<file path="config.mk">
export PLATFORM = sky130hd
export DESIGN_NAME = ps2_arrow_tracker
export DESIGN_NICKNAME = d
export VERILOG_FILES = /design/src/rtl/ps2_arrow_pkg.sv /design/src/rtl/ps2_arrow_datapath.sv /design/src/rtl/ps2_arrow_control.sv /design/src/rtl/ps2_arrow_tracker.sv
export SDC_FILE = /design/constraint.sdc
export NUM_CORES = 1
export LEC_CHECK = 0
export ABC_CLOCK_PERIOD_IN_PS = 2430
export BUFFER_PORTS_ARGS = -buffer_cell sky130_fd_sc_hd__buf_4
export CAP_MARGIN = 0
export CORE_ASPECT_RATIO = 2
export CORE_UTILIZATION = 48
export CTS_BUF_LIST = sky130_fd_sc_hd__clkbuf_8
export DETAILED_ROUTE_END_ITERATION = 6
export PLACE_DENSITY = 0.66
export SETUP_SLACK_MARGIN = 0.3
export SLEW_MARGIN = 10
export SYNTH_ARGS = -nofsm -noshare
export SYNTH_HDL_FRONTEND = slang
export SYNTH_HIERARCHICAL = 1
export SYNTH_SLANG_ARGS = --single-unit
</file>
<file path="constraint.sdc">
create_clock -name clk -period 2.43 [get_ports clk]
set_input_delay 0.3645 -clock clk [delete_from_list [all_inputs] [get_ports clk]]
set_output_delay 0.3645 -clock clk [all_outputs]
set_load 0.02 [all_outputs]
</file>
<file path="src/rtl/ps2_arrow_pkg.sv">
package ps2_arrow_pkg;

  localparam int NUM_KEYS = 4;
  localparam int KEY_IDX_W = $clog2(NUM_KEYS);

  localparam logic [7:0] CODE_EXT   = 8'hE0;
  localparam logic [7:0] CODE_BREAK = 8'hF0;

  typedef struct packed {
    logic                 shiftEn;
    logic                 frameActive;
    logic                 setKey;
    logic                 clrKey;
    logic [KEY_IDX_W-1:0] keyIdx;
  } ctrlStrobe_t;

  typedef enum logic [1:0] {
    PARSE_IDLE,
    PARSE_EXT,
    PARSE_BREAK
  } parseState_t;

  // returns {hit, index}; index order defines the state vector layout
  function automatic logic [KEY_IDX_W:0] arrowLookup(input logic [7:0] code);
    case (code)
      8'h72:   arrowLookup = {1'b1, 2'd0};
      8'h75:   arrowLookup = {1'b1, 2'd1};
      8'h6B:   arrowLookup = {1'b1, 2'd2};
      8'h74:   arrowLookup = {1'b1, 2'd3};
      default: arrowLookup = '0;
    endcase
  endfunction

endpackage

</file>
<file path="src/rtl/ps2_arrow_datapath.sv">
module ps2_arrow_datapath
  import ps2_arrow_pkg::*;
#(
  parameter int TIMEOUT_CYCLES = 25000,
  parameter int SYNC_STAGES    = 2
) (
  input  logic                clk,
  input  logic                rstN,
  input  logic                ps2ClkIn,
  input  logic                ps2DataIn,
  input  ctrlStrobe_t         ctrl,
  output logic                fallEdge,
  output logic                dataBit,
  output logic [8:0]          frameBits,
  output logic                parityOk,
  output logic                timeoutHit,
  output logic [NUM_KEYS-1:0] keyState
);

  localparam int TW = $clog2(TIMEOUT_CYCLES + 1);

  logic [SYNC_STAGES-1:0] clkSync;
  logic [SYNC_STAGES-1:0] dataSync;
  logic                   clkPrev;
  logic [8:0]             shiftReg;
  logic [TW-1:0]          idleCnt;

  always_ff @(posedge clk) begin
    if (!rstN) begin
      clkSync  <= '1;
      dataSync <= '1;
      clkPrev  <= 1'b1;
    end else begin
      clkSync  <= {clkSync[SYNC_STAGES-2:0], ps2ClkIn};
      dataSync <= {dataSync[SYNC_STAGES-2:0], ps2DataIn};
      clkPrev  <= clkSync[SYNC_STAGES-1];
    end
  end

  assign fallEdge = clkPrev & ~clkSync[SYNC_STAGES-1];
  assign dataBit  = dataSync[SYNC_STAGES-1];

  // data bits then parity, shifted in from the top
  always_ff @(posedge clk) begin
    if (!rstN)             shiftReg <= '0;
    else if (ctrl.shiftEn) shiftReg <= {dataBit, shiftReg[8:1]};
  end

  assign frameBits = shiftReg;
  assign parityOk  = ^shiftReg;

  always_ff @(posedge clk) begin
    if (!rstN || !ctrl.frameActive || fallEdge) idleCnt <= '0;
    else if (!timeoutHit)                       idleCnt <= idleCnt + 1'b1;
  end

  assign timeoutHit = (idleCnt == TW'(TIMEOUT_CYCLES));

  always_ff @(posedge clk) begin
    if (!rstN)            keyState <= '0;
    else if (ctrl.setKey) keyState[ctrl.keyIdx] <= 1'b1;
    else if (ctrl.clrKey) keyState[ctrl.keyIdx] <= 1'b0;
  end

  assert_state_hold_R6: assert property (@(posedge clk) disable iff (!rstN)
    !(ctrl.setKey || ctrl.clrKey) |=> $stable(keyState));

  assert_press_sets_R3: assert property (@(posedge clk) disable iff (!rstN)
    ctrl.setKey |=> keyState[$past(ctrl.keyIdx)]);

  assert_release_clears_R4: assert property (@(posedge clk) disable iff (!rstN)
    ctrl.clrKey |=> !keyState[$past(ctrl.keyIdx)]);

endmodule

</file>
<file path="src/rtl/ps2_arrow_control.sv">
module ps2_arrow_control
  import ps2_arrow_pkg::*;
(
  input  logic        clk,
  input  logic        rstN,
  input  logic        fallEdge,
  input  logic        dataBit,
  input  logic [8:0]  frameBits,
  input  logic        parityOk,
  input  logic        timeoutHit,
  output ctrlStrobe_t ctrl
);

  localparam int FRAME_BITS = 11;
  localparam int LAST_BIT   = FRAME_BITS - 1;
  localparam int CW         = $clog2(FRAME_BITS);

  logic [CW-1:0]  bitCnt;
  parseState_t    parse;
  logic           edgeOk;
  logic           frameDone;
  logic           frameGood;
  logic [KEY_IDX_W:0] lookup;

  assign edgeOk    = fallEdge && !timeoutHit;
  assign frameDone = edgeOk && (bitCnt == CW'(LAST_BIT));
  assign frameGood = frameDone && dataBit && parityOk;
  assign lookup    = arrowLookup(frameBits[7:0]);

  always_comb begin
    ctrl             = '0;
    ctrl.frameActive = (bitCnt != '0);
    ctrl.shiftEn     = edgeOk && (bitCnt != '0) && (bitCnt != CW'(LAST_BIT));
    ctrl.keyIdx      = lookup[KEY_IDX_W-1:0];
    ctrl.setKey      = frameGood && lookup[KEY_IDX_W] && (parse == PARSE_EXT);
    ctrl.clrKey      = frameGood && lookup[KEY_IDX_W] && (parse == PARSE_BREAK);
  end

  always_ff @(posedge clk) begin
    if (!rstN || timeoutHit) begin
      bitCnt <= '0;
    end else if (fallEdge) begin
      if (bitCnt == '0)                bitCnt <= dataBit ? '0 : CW'(1);
      else if (bitCnt == CW'(LAST_BIT)) bitCnt <= '0;
      else                             bitCnt <= bitCnt + 1'b1;
    end
  end

  always_ff @(posedge clk) begin
    if (!rstN) begin
      parse <= PARSE_IDLE;
    end else if (frameDone) begin
      if (!frameGood) parse <= PARSE_IDLE;
      else begin
        case (parse)
          PARSE_IDLE: parse <= (frameBits[7:0] == CODE_EXT)   ? PARSE_EXT   : PARSE_IDLE;
          PARSE_EXT:  parse <= (frameBits[7:0] == CODE_BREAK) ? PARSE_BREAK : PARSE_IDLE;
          default:    parse <= PARSE_IDLE;
        endcase
      end
    end
  end

  assert_timeout_abandons_R10: assert property (@(posedge clk) disable iff (!rstN)
    timeoutHit |=> (bitCnt == '0));

  assert_single_update_R5: assert property (@(posedge clk) disable iff (!rstN)
    $onehot0({ctrl.setKey, ctrl.clrKey}));

  assert_bad_parity_idle_R8: assert property (@(posedge clk) disable iff (!rstN)
    (frameDone && !parityOk) |=> (parse == PARSE_IDLE));

  assert_bad_stop_idle_R9: assert property (@(posedge clk) disable iff (!rstN)
    (frameDone && !dataBit) |=> (parse == PARSE_IDLE));

endmodule

</file>
<file path="src/rtl/ps2_arrow_tracker.sv">
module ps2_arrow_tracker
  import ps2_arrow_pkg::*;
#(
  parameter int TIMEOUT_CYCLES = 25000,
  parameter int PORT_ID_W      = 4,
  parameter int PORT_OFFSET    = 12,
  parameter int PORT_DATA_W    = 8
) (
  input  logic                   clk,
  input  logic                   rstN,
  input  logic                   ps2Clk,
  input  logic                   ps2Data,
  input  logic [PORT_ID_W-1:0]   portId,
  output logic [PORT_DATA_W-1:0] portData
);

  ctrlStrobe_t         ctrl;
  logic                fallEdge;
  logic                dataBit;
  logic [8:0]          frameBits;
  logic                parityOk;
  logic                timeoutHit;
  logic [NUM_KEYS-1:0] keyState;

  ps2_arrow_datapath #(
    .TIMEOUT_CYCLES(TIMEOUT_CYCLES),
    .SYNC_STAGES   (2)
  ) datapath_i (
    .clk       (clk),
    .rstN      (rstN),
    .ps2ClkIn  (ps2Clk),
    .ps2DataIn (ps2Data),
    .ctrl      (ctrl),
    .fallEdge  (fallEdge),
    .dataBit   (dataBit),
    .frameBits (frameBits),
    .parityOk  (parityOk),
    .timeoutHit(timeoutHit),
    .keyState  (keyState)
  );

  ps2_arrow_control control_i (
    .clk       (clk),
    .rstN      (rstN),
    .fallEdge  (fallEdge),
    .dataBit   (dataBit),
    .frameBits (frameBits),
    .parityOk  (parityOk),
    .timeoutHit(timeoutHit),
    .ctrl      (ctrl)
  );

  assign portData = (portId == PORT_ID_W'(PORT_OFFSET))
                  ? PORT_DATA_W'(keyState) : '0;

  assert_upper_zero_R11: assert property (@(posedge clk) disable iff (!rstN)
    portData[PORT_DATA_W-1:NUM_KEYS] == '0);

endmodule

</file>
==> Word-level counts from Yosys, hierarchy flattened <==
Cells that the tools add are included.
{ "op_classes": {"n_reduce_logical": 21, "magnitude_cmp": 2, "add_sub_neg": 2, "n_mux": 13, "n_eq_ne": 12, "bitwise_logic": 5} }
{ "op_table": {"columns": ["cell", "n"], "rows": [
  ["8-bit by 7-bit == test with 1-bit output, second input constant", 4],
  ["4-bit two-way mux", 5],
  ["8-bit == test, second input constant", 2],
  ["15-bit by 1-bit adder with 15-bit output, second input constant", 1],
  ["15-bit == test, second input constant", 1],
  ["3-bit case mux with 4 select lines", 1],
  ["1-bit logical AND", 10],
  ["9-bit XOR reduction", 1],
  ["4-bit == test, second input constant", 2],
  ["4-bit by 1-bit adder with 4-bit output, second input constant", 1],
  ["4-bit AND", 1],
  ["4-bit logical NOT", 1],
  ["2-bit two-way mux", 2],
  ["4-bit != test, second input constant", 1],
  ["4-bit inverter", 1],
  ["4-bit bitwise OR", 1],
  ["2-bit case mux with 2 select lines", 1],
  ["4-bit nonzero test", 1],
  ["1-bit logical NOT", 3],
  ["1-bit logical OR", 3],
  ["2-bit by 3-bit less-than comparator with 1-bit output, second input constant", 1],
  ["1-bit two-way mux", 3],
  ["1-bit demux with 2-bit select", 1],
  ["2-bit by 1-bit == test with 1-bit output, second input constant", 1],
  ["6 further kinds", 6]
]} }
{ "word_totals": {"ff_bits": 39, "output_inout_bits": 8, "word_cells": 63} }

==> Logic depth before layout (Yosys ltp) <==
Gate-level depths: netlist of run 1.
{ "depth": {"word_depth": 10, "mapped_depth": 12, "ltp_nobuf": 12} }

==> Cells and area by module <==
The synthesis of run 1 kept the hierarchy.
{ "by_module_without_submodules": {"columns": ["module", "cells_each", "area_each_um2", "n_inst"], "rows": [
  ["ps2_arrow_datapath", 151, 1435.1, 1],
  ["ps2_arrow_control", 57, 486.7, 1],
  ["ps2_arrow_tracker", 10, 71.3, 1]
]} }

==> Least setup slack after synthesis of run 1 <==
No wires, ideal clock.
{ "synth_timing": {"path_kind": "reg2reg", "start": "register datapath_i.idleCnt[0]", "end": "register (tool-made name)", "setup_ps": 115, "t_arrival_ps": 2158, "path_buffers": 0, "setup_slack_ps": 157, "path_stages_with_launch": 13, "t_required_ps": 2315, "cell_sequence": "dfxtp_1 inv_1 ha_1 and4bb_2 nand4b_1 inv_1 nand2b_2 nor4_4 and4b_1 nand2_1 o21ai_0 o21ai_0 and2_1"} }
{ "synth_rtl": {"columns": ["item", "line_no", "text"], "rows": [
  ["start, declared", "ps2_arrow_datapath.sv:26", "logic [TW-1:0] idleCnt;"],
  ["start signal, assigned", "ps2_arrow_datapath.sv:54", "else if (!timeoutHit) idleCnt <= idleCnt + 1'b1;"]
]} }

==> results of run 1 <==
worst max-delay path, cell delays in order, from the launching register on:
cell	delay, ps
dfxtp_4	360
xnor2_2	140
xnor2_1	200
xnor2_1	150
xnor2_1	150
nand2_1	110
nor4_4	250
and4b_1	280
buf_6	120
nand3_2	70
a32oi_1	170
nor2b_1	60
power breakdown:
group	switching (uW)	internal [uW]	leakage, uW
clock	201	187	0.0000413
sequential	3.16	641	0.000319
combinational	25.8	22.3	0.000458
total	230	850	0.000819
stage by stage:
stage               hold WS (ps)  instances
floorplan                  386.3        221
global placement           389.6        279
detailed placement         393.3        279
CTS                        254.0        291
global route               256.4        294
finish                     262.2        294
Yosys cell counts, types with 2 or more instances:
master	instances
a21oi_1	5
a32oi_1	2
and2_1	6
and3_1	2
and4b_1	3
buf_4	5
clkbuf_1	3
dfxtp_1	39
ha_1	5
inv_1	11
mux2i_1	12
nand2_1	12
nand2b_1	8
nand3_1	9
nand3b_1	3
nand4_1	6
nor2_1	20
nor2b_1	13
nor3_1	2
nor4_1	2
o21ai_0	5
or3_1	3
xnor2_1	11
xor2_1	9
final timing paths:
check | endpoint | slack [ps] | cells past startpoint
max | register | 270 | 11
min | datapath_i/dataSync[0]$_SDFF_PN1_ | 260 | 2
max reg2reg | register | 270 | 11
min reg2reg | datapath_i/clkSync[1]$_SDFF_PN1_ | 410 | 1
metal layers:
layer	global-route usage	up-vias	share of wire
met5	0	-	0
met2	0.3801	11	0.57
met1	0.1890	721	0.39
li1	-	792	-
met4	0.1019	0	0.031
met3	0.03861	8	0.014
cell families after synthesis:
family | Yosys count | share of synthesized area
AO/OA/AOI/OAI | 19 | 0.06968
adder cells (fa/ha/maj) | 5 | 0.03139
flip-flops | 39 | 0.3917
other | 1 | 0.001881
XOR/XNOR | 20 | 0.08789
multiplexers | 12 | 0.06027
buffers and inverters | 19 | 0.04520
AND/OR/NAND/NOR | 103 | 0.3120
area by class of cell:
| type | instances | area share |
|---|---|---|
| Multi-Input combinational cell | 163 | 0.5019 |
| Sequential cell | 39 | 0.3425 |
| Timing Repair Buffer | 24 | 0.07916 |
| Clock buffer | 5 | 0.02962 |
| Tap cell | 51 | 0.02746 |
| Inverter | 11 | 0.01777 |
| Clock inverter | 1 | 0.001616 |
repair_timing:
| action | CTS | global route |
|---|---|---|
| resized for setup | 8 | 8 |
| pin swaps | 4 | 10 |
| buffers inserted | 6 | 3 |
| endpoints found under the setup margin | 4 | 4 |
| hold buffers | 0 | 0 |
==> flow_summary.json, run 1 <==
{
  "setup.worst_path.start_class": "register",
  "critical_path.startpoint": "datapath_i/frameBits[5]$_SDFFE_PN0P_",
  "chip_width_um": 47.57,
  "finalSetupViolations": 0,
  "design.portCount": 16,
  "routed_wire_length_per_instance_um": 12.98,
  "postRouteAntennaNets": 0,
  "n_antenna_cell": 0,
  "min_from": "ps2Data",
  "fmax_mhz": 463.1,
  "launching_point_of_the_worst_reg2reg_path": "datapath_i/frameBits[5]$_SDFFE_PN0P_",
  "final_core_utilization": 0.5922,
  "maximum_number_of_pins_on_one_net_before_global_route_repair": 24,
  "min_period_ps": 2159,
  "floorplan_die_area_mm2": 0.004430,
  "dpl-instance-area_mm2": 0.002138,
  "final_nets": 257,
  "outcome": "completed",
  "netlist.top_cell.by_area": "dfxtp_1",
  "number_of_antenna_violations_at_the_first_check_in_global_routing": 0,
  "groute.usage.overall": 0.2036,
  "viasPerCell": 5.211,
  "async_reset_ff_frac": 0,
  "floorplan.rows": 32,
  "clock_input_transition_at_the_sequential_cells_of_the_worst_setup_and_hold_paths_ps": 70,
  "skew_ps": 4.993,
  "most_frequent_cells_in_the_layout": "33 x dfxtp_1, 23 x buf_4, 20 x nor2_1",
  "cell_leakage_power_uw": 0.0008189,
  "clock_sink_count": 39,
  "drv_cap": 0,
  "totalPowerFinal_uw": 1080,
  "worstSetupPathType": "reg -> reg",
  "regArea_um2": 795.8,
  "synth_flop_cell": "dfxtp_1",
  "floorplan.initialDensity": 0.5080,
  "yosysSeqAreaShare": 0.3917,
  "mappedNetlistArea_mm2": 0.001993,
  "firstDrtPassIters": 4,
  "final_period_utilization": 0.8886,
  "place_congestion": 0.7651,
  "pre_cts_slack_ps": 167.7,
  "cts-root-buf": "clkbuf_8",
  "cts_buffers": 5,
  "synth_warnings": 6,
  "synth_edf_count": 0,
  "syn_inst": 218,
  "final_hold_viol_count": 0,
  "core_area_mm2": 0.003924,
  "detail_route.drc_violations": 0,
  "critical_path_required_ps": 2610,
  "clk-insertion-delay-late_ps": 280,
  "worst_ir_drop_vdd_mv": 0.4189,
  "yosys.cell_types.count": 46,
  "finalWirelength_mm": 3.817,
  "worst_hold_path_type": "in -> reg",
  "synth_area_leaders": "dfxtp_1 39%, mux2i_1 6.0%, xnor2_1 4.8%, nor2b_1 4.1%, xor2_1 4.0%",
  "cp_max_fo": 4,
  "critical_path_arrival_ps": 2340,
  "maxSlewViolCount": 0,
  "fillerInstances": 387,
  "power-per-cell-area_mw_per_mm2": 464.9,
  "htreeDepth": 2,
  "final_layout_size_suffix_gt1_frac": 0.2016,
  "grt_pass1_vias": 1559,
  "grt_first_pass_wirelength_mm": 6.465,
  "worst-slew-pin-transition_ps": 620.1,
  "multi_input_comb_area_mm2": 0.001166,
  "via_count": 1532,
  "die-height_um": 93.13,
  "avgSynthCellArea_um2": 9.143,
  "flow.area_growth_from_synthesis_pct": 16.57,
  "end_kind": "register",
  "dp_hpwl_mm": 2.739,
  "synthesized_flop_and_latch_total": 39,
  "overflow": 0,
  "buffer_ports.inserted": 11,
  "design_area_mm2": 0.002323,
  "worst_setup_margin_ps": 270.8,
  "detail_route.iter0.violations": 34,
  "maxSlewHeadroom": 0.5854,
  "fin_tns_setup_ps": 0,
  "cts_buffer_depth": 2,
  "tritoncts": "done",
  "grt_setup_unrepaired": "true",
  "synth.top_cell.area_share": 0.3917,
  "leading_cell_type_in_the_layout_fill_and_taps_excluded": "dfxtp_1"
}
Note: power is estimated with default switching activity, not from simulation.
==> run 2: changes to the inputs <==
--- a/config.mk
+++ b/config.mk
@@ -8,11 +8,13 @@
 export ABC_CLOCK_PERIOD_IN_PS = 2430
 export BUFFER_PORTS_ARGS = -buffer_cell sky130_fd_sc_hd__buf_4
 export CAP_MARGIN = 0
+export CELL_PAD_IN_SITES_DETAIL_PLACEMENT = 1
+export CELL_PAD_IN_SITES_GLOBAL_PLACEMENT = 2
 export CORE_ASPECT_RATIO = 2
-export CORE_UTILIZATION = 48
+export CORE_UTILIZATION = 35
 export CTS_BUF_LIST = sky130_fd_sc_hd__clkbuf_8
 export DETAILED_ROUTE_END_ITERATION = 6
-export PLACE_DENSITY = 0.66
+export PLACE_DENSITY = 0.75
 export SETUP_SLACK_MARGIN = 0.3
 export SLEW_MARGIN = 10
 export SYNTH_ARGS = -nofsm -noshare
==> run 2 against run 1 <==
  * Non-clock buffer count up 3
  * Wire length up 20%
  * Global-route usage down 3.9 points
  * Cell area up 1.7%
==> flow_summary.json, run 2 (synthesis gave the netlist of run 1 again) <==
{
  "outcome": "completed",
  "tritoncts": "done",
  "die-height_um": 108.7,
  "worst_hold_path_type": "in -> reg",
  "leading_cell_type_in_the_layout_fill_and_taps_excluded": "dfxtp_1",
  "maximum_number_of_pins_on_one_net_before_global_route_repair": 24,
  "hold_buffers": 0,
  "worst_ir_drop_vdd_mv": 0.2969,
  "cts_buffers": 5,
  "worst-slew-pin-transition_ps": 649.5,
  "floorplan.rows": 38,
  "htreeDepth": 2,
  "grt_pass1_vias": 1713,
  "final_hold_viol_count": 0,
  "worstSetupPathType": "reg -> reg",
  "flow.area_growth_from_synthesis_pct": 18.58,
  "wl_met3_um": 72,
  "drv_cap": 0,
  "power-per-cell-area_mw_per_mm2": 504.2,
  "clock_input_transition_at_the_sequential_cells_of_the_worst_setup_and_hold_paths_ps": 80,
  "buffer_ports.inserted": 11,
  "maxSlewViolCount": 0,
  "regArea_um2": 788.3,
  "routed_wire_length_per_instance_um": 14.83,
  "final_nets": 260,
  "detail_route.drc_violations": 0,
  "setup.worst_path.start_class": "register",
  "end_kind": "register",
  "chip_width_um": 55.36,
  "grt_first_pass_wirelength_mm": 7.659,
  "cp_max_fo": 3,
  "overflow": 0,
  "grt_setup_unrepaired": "true",
  "most_frequent_cells_in_the_layout": "33 x dfxtp_1, 27 x buf_4, 20 x nor2_1",
  "dpl-instance-area_mm2": 0.002180,
  "sw_frac_of_total": 0.2240,
  "core_area_mm2": 0.005468,
  "seq_power_share": 0.543,
  "fin_tns_setup_ps": 0,
  "n_antenna_cell": 0,
  "internal_power_uw": 924.6,
  "clock_sink_count": 39,
  "fillerInstances": 644,
  "finalWirelength_mm": 4.568,
  "cts-root-buf": "clkbuf_8",
  "number_of_antenna_violations_at_the_first_check_in_global_routing": 0,
  "maxSlewHeadroom": 0.5657,
  "floorplan_die_area_mm2": 0.006019,
  "fmax_mhz": 471.0,
  "design_area_mm2": 0.002364,
  "detail_route.iter0.violations": 36,
  "routed.top_layer": "met4",
  "final_layout_size_suffix_gt1_frac": 0.2177,
  "critical_path_required_ps": 2620,
  "cts_buffer_depth": 2,
  "wl_met2_mm": 2.660,
  "firstDrtPassIters": 6,
  "design.portCount": 16,
  "min_period_ps": 2123,
  "final_period_utilization": 0.8738,
  "pre_cts_slack_ps": 165.7,
  "dp_hpwl_mm": 3.383,
  "worst_setup_margin_ps": 306.7,
  "place_congestion": 0.7342,
  "groute.usage.overall": 0.1646,
  "viasPerCell": 5.240,
  "critical_path_arrival_ps": 2310,
  "postRouteAntennaNets": 0,
  "power.combinational.fraction": 0.042,
  "power_switching_uw": 267.0,
  "finalSetupViolations": 0,
  "skew_ps": 5.173,
  "drt-met1-wl_mm": 1.662,
  "floorplan.initialDensity": 0.3645,
  "multi_input_comb_area_mm2": 0.001152,
  "clock_power_share": 0.415,
  "cell_leakage_power_uw": 0.0008401,
  "clk-insertion-delay-late_ps": 290,
  "via_count": 1614
}
-- run 2: final timing paths --
kind | slack [ps] | from | endpoint | cells after the start
min | 250 | ps2Data | datapath_i/dataSync[0]$_SDFF_PN1_ | 2
min reg2reg | 410 | datapath_i/dataSync[0]$_SDFF_PN1_ | datapath_i/dataSync[1]$_SDFF_PN1_ | 1
max reg2reg | 310 | datapath_i/frameBits[5]$_SDFFE_PN0P_ | register | 11
max | 310 | datapath_i/frameBits[5]$_SDFFE_PN0P_ | register | 11
-- run 2: final cells by class --
class | count | share of cell area
clock inverters | 1 | 0.003176
well taps | 60 | 0.03176
flip-flops and latches | 39 | 0.3335
inverters | 11 | 0.01747
repair buffers | 27 | 0.08576
clock buffers | 7 | 0.04076
multi-input cells | 163 | 0.4876
-- run 2: critical path: stages (launching register included) --
cell     delay, ps
dfxtp_2        340
xnor2_2        190
xnor2_1        150
xnor2_1        150
xnor2_1        140
nand2_1        110
nor4_4         260
and4b_1        260
buf_4          130
nand3_1         70
a32oi_1        170
nor2b_1         60
-- run 2: power by group through the flow --
stage          sequential [uW]  combinational (uW)  clock [uW]
4_1_cts                    648                50.5         520
6_report                   647                50.1         494
3_3_place_gp               663                47.6           0
5_1_grt                    649                54.0         546
3_5_place_dp               663                48.1           0
2_1_floorplan              662                35.4           0
-- run 2: layer usage --
| metal | global-route usage | vias up |
|---|---|---|
| met5 | 0 | - |
| met4 | 0.09821 | 0 |
| met2 | 0.3305 | 17 |
| met3 | 0.02847 | 15 |
| li1 | - | 802 |
| met1 | 0.1482 | 780 |
-- run 2: what timing repair did --
| action | in CTS | in global routing |
|---|---|---|
| setup endpoints to repair | 3 | 4 |
| pin swaps | 4 | 7 |
| resized for setup | 7 | 4 |
| setup buffers | 7 | 1 |
-- run 2: stage by stage --
| step | power [uW] | util | hold slack (ps) | instances |
|---|---|---|---|---|
| 6_report | 1192 | 0.4323 | 251.8 | 308 |
| 5_1_grt | 1249 | 0.4323 | 247.1 | 308 |
| 4_1_cts | 1218 | 0.4295 | 239.7 | 307 |
| 3_5_place_dp | 711.4 | 0.3986 | 397.6 | 292 |
| 3_3_place_gp | 710.7 | 0.3986 | 389.6 | 292 |
| 2_1_floorplan | 697.0 | - | 386.3 | 221 |
